### src/rtl/serial_sub_pkg.sv
// Package: shared types for the bit-serial subtracter.
// Assumes: single-bit serial operands, one bit per clock.
package serial_sub_pkg;

    // Operand bits after capture; all fields are zero when idle.
    typedef struct packed {
        logic en;    // bit time belongs to an active period
        logic inj;   // force carry-in of one (first bit of a word)
        logic a;     // minuend bit
        logic b;     // complemented subtrahend bit
    } opnd_t;

endpackage

### src/rtl/sub_operand_stage.sv
// Module: sub_operand_stage
// Registers the serial operands for one bit time. It complements the
// subtrahend and gates every field with the period strobe, so an idle
// bit time reaches the adder as all zeros.
// Assumes: first_bit is only meaningful while period_en is high.
module sub_operand_stage
    import serial_sub_pkg::*;
(
    input  logic  clk,
    input  logic  rst_n,
    input  logic  period_en,
    input  logic  first_bit,
    input  logic  min_bit,
    input  logic  sub_bit,
    output opnd_t opnd_q
);

    // Capture the gated, complemented operands for the adder stage.
    always_ff @(posedge clk) begin
        if (!rst_n) begin
            opnd_q <= '0;
        end else if (!period_en) begin
            opnd_q <= '0;
        end else begin
            opnd_q.en  <= 1'b1;
            opnd_q.inj <= first_bit;
            opnd_q.a   <= min_bit;
            opnd_q.b   <= ~sub_bit;
        end
    end


    idle_zero_chk: assert property (@(posedge clk) disable iff (!rst_n)
        !period_en |=> (opnd_q == '0));


    complement_chk: assert property (@(posedge clk) disable iff (!rst_n)
        period_en |=> (opnd_q.b != $past(sub_bit)));

endmodule

### src/rtl/sub_serial_adder.sv
// Module: sub_serial_adder
// A one-bit full adder with a single carry flop. Its carry-in is forced
// to one on an injected bit time, and the carry flop is cleared on idle
// bit times. The sum bit is registered.
// Assumes: operands come from sub_operand_stage (zero when idle).
module sub_serial_adder
    import serial_sub_pkg::*;
(
    input  logic  clk,
    input  logic  rst_n,
    input  opnd_t opnd_q,
    output logic  sum_q
);

    logic carry_q;
    logic cin_w;
    logic sum_w;
    logic cout_w;

    // Combine the injected unit and the stored carry into one carry-in.
    always_comb begin
        cin_w  = opnd_q.en & (opnd_q.inj | carry_q);
        sum_w  = opnd_q.a ^ opnd_q.b ^ cin_w;
        cout_w = (opnd_q.a & opnd_q.b) | (cin_w & (opnd_q.a ^ opnd_q.b));
    end

    // Keep the carry for the next bit; clear it on idle bit times.
    always_ff @(posedge clk) begin
        if (!rst_n) begin
            carry_q <= 1'b0;
        end else if (!opnd_q.en) begin
            carry_q <= 1'b0;
        end else begin
            carry_q <= cout_w;
        end
    end

    // Register the sum bit.
    always_ff @(posedge clk) begin
        if (!rst_n) begin
            sum_q <= 1'b0;
        end else begin
            sum_q <= sum_w;
        end
    end


    carry_clear_chk: assert property (@(posedge clk) disable iff (!rst_n)
        !opnd_q.en |=> !carry_q);


    inject_carry_chk: assert property (@(posedge clk) disable iff (!rst_n)
        (opnd_q.inj && (opnd_q.a || opnd_q.b)) |=> carry_q);


    idle_sum_chk: assert property (@(posedge clk) disable iff (!rst_n)
        !opnd_q.en |=> !sum_q);

endmodule

### src/rtl/sub_out_delay.sv
// Module: sub_out_delay
// A shift register of STAGES flops on the serial output line.
// Assumes: STAGES >= 1.
module sub_out_delay #(
    parameter int STAGES = 1
) (
    input  logic clk,
    input  logic rst_n,
    input  logic din,
    output logic dout
);

    logic [STAGES-1:0] pipe_q;

    // Shift the serial bit one place per clock.
    always_ff @(posedge clk) begin
        if (!rst_n) begin
            pipe_q <= '0;
        end else begin
            pipe_q[0] <= din;
            for (int i = 1; i < STAGES; i++) begin
                pipe_q[i] <= pipe_q[i-1];
            end
        end
    end

    assign dout = pipe_q[STAGES-1];

    initial begin

        stages_chk: assert (STAGES >= 1);
    end

endmodule

### src/rtl/serial_subtracter.sv
// Module: serial_subtracter (top)
// Bit-serial two's-complement subtracter: diff = min - sub mod 2^WORD_W,
// LSB first. The output is 2 + OUT_STAGES register stages late
// (3 by default).
// Assumes: first_bit is raised only inside a period, on a word's first bit.
module serial_subtracter
    import serial_sub_pkg::*;
#(
    parameter int WORD_W     = 32,
    parameter int OUT_STAGES = 1
) (
    input  logic clk,
    input  logic rst_n,
    input  logic period_en,
    input  logic first_bit,
    input  logic min_bit,
    input  logic sub_bit,
    output logic diff_bit
);

    localparam int LATENCY = 2 + OUT_STAGES;
    localparam int CNT_W   = $clog2(WORD_W + 1);
    localparam int IDLE_W  = $clog2(LATENCY + 1);

    opnd_t opnd_q;
    logic  sum_q;

    sub_operand_stage u_opnd (
        .clk       (clk),
        .rst_n     (rst_n),
        .period_en (period_en),
        .first_bit (first_bit),
        .min_bit   (min_bit),
        .sub_bit   (sub_bit),
        .opnd_q    (opnd_q)
    );

    sub_serial_adder u_add (
        .clk    (clk),
        .rst_n  (rst_n),
        .opnd_q (opnd_q),
        .sum_q  (sum_q)
    );

    sub_out_delay #(.STAGES(OUT_STAGES)) u_dly (
        .clk   (clk),
        .rst_n (rst_n),
        .din   (sum_q),
        .dout  (diff_bit)
    );

    // Checker state: bits since word start, and the run of idle bit times.
    logic [CNT_W-1:0]  bit_cnt_q;
    logic [IDLE_W-1:0] idle_run_q;

    // Count bits in the current word, saturating at WORD_W.
    always_ff @(posedge clk) begin
        if (!rst_n || !period_en) begin
            bit_cnt_q <= '0;
        end else if (first_bit) begin
            bit_cnt_q <= CNT_W'(1);
        end else if (bit_cnt_q != CNT_W'(WORD_W)) begin
            bit_cnt_q <= bit_cnt_q + CNT_W'(1);
        end
    end

    // Count consecutive idle bit times, saturating at LATENCY.
    always_ff @(posedge clk) begin
        if (!rst_n || period_en) begin
            idle_run_q <= '0;
        end else if (idle_run_q != IDLE_W'(LATENCY)) begin
            idle_run_q <= idle_run_q + IDLE_W'(1);
        end
    end


    first_in_period_chk: assert property (@(posedge clk) disable iff (!rst_n)
        first_bit |-> period_en);


    word_len_chk: assert property (@(posedge clk) disable iff (!rst_n)
        (period_en && first_bit) |->
            (bit_cnt_q == '0 || bit_cnt_q == CNT_W'(WORD_W)));


    idle_out_chk: assert property (@(posedge clk) disable iff (!rst_n)
        (idle_run_q == IDLE_W'(LATENCY)) |-> !diff_bit);

endmodule

### config.mk
export PLATFORM = sky130hd
export DESIGN_NAME = serial_subtracter
export DESIGN_NICKNAME = d
export VERILOG_FILES = /design/src/rtl/serial_sub_pkg.sv /design/src/rtl/sub_operand_stage.sv /design/src/rtl/sub_serial_adder.sv /design/src/rtl/sub_out_delay.sv /design/src/rtl/serial_subtracter.sv
export SDC_FILE = /design/constraint.sdc
export NUM_CORES = 1
export LEC_CHECK = 0
export BUFFER_PORTS_ARGS = -buffer_cell sky130_fd_sc_hd__buf_2
export CAP_MARGIN = 15
export CORE_AREA = 2 2 39 41
export CTS_BUF_LIST = sky130_fd_sc_hd__clkbuf_4 sky130_fd_sc_hd__clkbuf_8
export DETAILED_ROUTE_END_ITERATION = 12
export DIE_AREA = 0 0 41 43
export HOLD_SLACK_MARGIN = 0.12
export MAX_ROUTING_LAYER = met4
export PLACE_DENSITY = 0.42
export SLEW_MARGIN = 0
export SYNTH_ARGS = -nofsm -noshare
export SYNTH_HDL_FRONTEND = slang
export SYNTH_SLANG_ARGS = --single-unit
### constraint.sdc
create_clock -name clk -period 1.8 [get_ports clk]
set_input_delay 0.27 -clock clk [delete_from_list [all_inputs] [get_ports clk]]
set_output_delay 0.27 -clock clk [all_outputs]
set_load 0.01 [all_outputs]
==> metrics.md <==
| Metric | Value |
|---|---|
| Status | finished, final reports clean |
| Global-route wire length before repair | ~530 um |
| IO Count | 7 |
| Setup bufs post-CTS | 0 |
| Port bufs | 6 |
| Max Cap Viol | 0 |
| Hold Worst Slack | roughly 0.26 ns |
| Max frequency | around 0.9 GHz |
| Core Rows | 14 |
| Setup WS post-layout | 0.705 ns |
| Period utilization | 0.608 |
| CTS root buffer | clkbuf_4 |
| CP max FO | 1 |
| Initial antenna violation count | 0 |
| CTS clk-pin slew, worst paths | about 0.05 ns |
| Core Util, Final | 0.220 |
| LEAKAGE | ~0.14 nW |
| Yosys Warn Count | 0 |
| CP Class | flop to flop |
| Post-synth EDFFs | 0 |
| Fin nets | 36 |
| Final min period | around 1.1 ns |
| DIE HEIGHT | about 43 um |
| CP startpoint kind | flop |
| Peak VDD IR | 543 uV |
| GRT overflow | 0 |
| Worst setup EP type | flop |
| Worst EP arrival | 1.28 ns |
| Setup violators final | 0 |
| Largest area contributor in the netlist | dfxtp_1 |
| Post-CTS sizing | 0 |
| Top cells by area, synth | dfxtp_1 (63%), fa_1 (8.9%), and3b_1 (7.8%) |
| Synth Register Bits | 7 |
| Total power | 0.332 mW |
| Sequential fraction of the synthesis area | 0.626 |
| Finished layout cell area | between 300 and 400 um2 |
| Syn-to-layout area delta | 35.8% |
| CTS Buffer Depth | 2 |
| Dpl cell area | 274 um2 |
| Skew final | around 0.0055 ns |
| Via count | between 100 and 150 |
| Most common cell in the netlist | dfxtp_1 |
| Largest net degree at the start of global routing | 8 |
| Fillers | ~150 |
| Critical path cell sequence | o21ai_0 -> fa_1 -> nor2b_1 |
| Data required time of the worst path | 1.99 ns |
| Slew HR | 0.868 |
| Residual DRC | 0 |
| TritonCTS clock tree | done |
| Total GRT Usage | 0.0568 |
| Vias in the first global route | approximately 130 |
| Clk_lat worst skew | approximately 0.25 ns |
| Initial Util | 0.162 |
| Setup TNS Final | 0 ns |
| CP top delay family | adder cells |
| Slew Limit Fails | 0 |
| Yosys top cell area share | 0.626 |
| 1st-iter DRT viols | 0 |
| Cells after DPL | 40 |
| H-tree Lvls | 1 |
| Hold_buf cts | 0 |
| 1st-pass router iterations | 1 |
| Syn Nets | 25 |
| Slowest cell on the critical path | fa_1 |
| Cts bufs inserted | 3 |
| WP buf/inv | 0 |
| Worst path max stage delay | about 0.44 ns |
| Pwr/cell area | between 1000 and 1500 nW/um2 |
| Ant diodes | 0 |
| Detailed Route WL | 303 um |
| Mean post-synth cell area | roughly 12 um2 |
| Chip width | 41 um |
| Mapped cell area | around 220 um2 |
| Finished Layout Cells | between 40 and 50 |
| Hold Crit Class | input pin to flop |
| Synth Flop Type | dfxtp_1 |
| Commonest cells in the synthesized netlist | dfxtp_1 (7), and2_2 (2), and3_1 (2), and3b_1 (2), inv_1 (2) |
| Fraction of layout cells with a size suffix above 1 | 0.429 |
| Core Footprint | between 1000 and 1500 um2 |
| Async SR Flop Fraction | 0 |
| RSZ-0062 raised after global routing | no |
| Routability Congestion | between 0.5 and 0.6 |
| Clock sink count | 7 |
| Mapped Cells | 18 |
| Wirelength per Cell | 6.89 um |
| Worst Max-Slew Pin Slew | around 0.20 ns |
| DRT antenna net count | 0 |
| Post-placement setup slack | between 0.7 and 0.8 ns |
| Die ar. | about 1800 um2 |
| Post-synth cell types | 8 |
| Final hold vios | 0 |
| Routed vias/inst | about 3.4 |
==> flip-flops by register name, summed over array words and instances, names as in the netlist <==
name and count:
u_add.sum_q 1, u_opnd.opnd_q 4, u_add.carry_q 1, u_dly.dout 1
==> layout by cell type, fill, tap and decap left out <==
cell,count
o21ai_0,1
inv_1,2
fa_1,1
and2_2,2
and3b_1,2
and3_1,2
buf_2,6
nor2b_1,1
clkbuf_4,4
dfxtp_1,7
==> cell type report <==
| type | instances | area, um2 | area share |
|---|---|---|---|
| well taps | 16 | 20.0 | 0.0658 |
| multi-input cells | 9 | 76.3 | 0.251 |
| repair buffers | 6 | 30.0 | 0.0988 |
| clock buffers | 4 | 30.0 | 0.0988 |
| inverters | 2 | 7.51 | 0.0247 |
| flip-flops and latches | 7 | 140 | 0.461 |
==> worst register-to-register path: stages, from the launching register on <==
cell	delay (ns)
dfxtp_1	0.29
o21ai_0	0.20
fa_1	0.44
nor2b_1	0.11
==> where the power goes <==
part	total (mW)	switching [mW]	internal, mW
Clock	0.154	0.0550	0.0994
Sequential	0.163	0.00133	0.161
Combinational	0.0152	0.00635	0.00888
==> worst paths after layout <==
| path | cells after the start | slack (ns) | to | from |
|---|---|---|---|---|
| worst max-delay path | 3 | 0.71 | u_add.sum_q$_SDFF_PN0_ | u_add.carry_q$_SDFF_PN0_ |
| worst min-delay path | 2 | 0.26 | u_opnd.opnd_q[2]$_SDFF_PN0_ | first_bit |
| worst max register to register | 3 | 0.71 | u_add.sum_q$_SDFF_PN0_ | u_add.carry_q$_SDFF_PN0_ |
| worst min register to register | 1 | 0.44 | u_dly.dout$_SDFF_PN0_ | u_add.sum_q$_SDFF_PN0_ |
==> cell families after synthesis <==
logic type | share of synthesized area
and+or+nand+nor | 0.229
buffers and inverters | 0.0335
DFF | 0.626
adders and majority gates | 0.0894
AOI/OAI and AO/OA | 0.0223
==> per-layer routing <==
layer  share of wire  global-route usage  vias up  wire length [um]
li1                -                   -       76                 -
met1            0.41              0.0584       63               125
met2            0.40              0.0500       10               121
met3            0.18              0.0942        0                55
met4               0              0.0200        0                 0
met5               0                   -        -                 0
(Power assumes the default switching activity.)
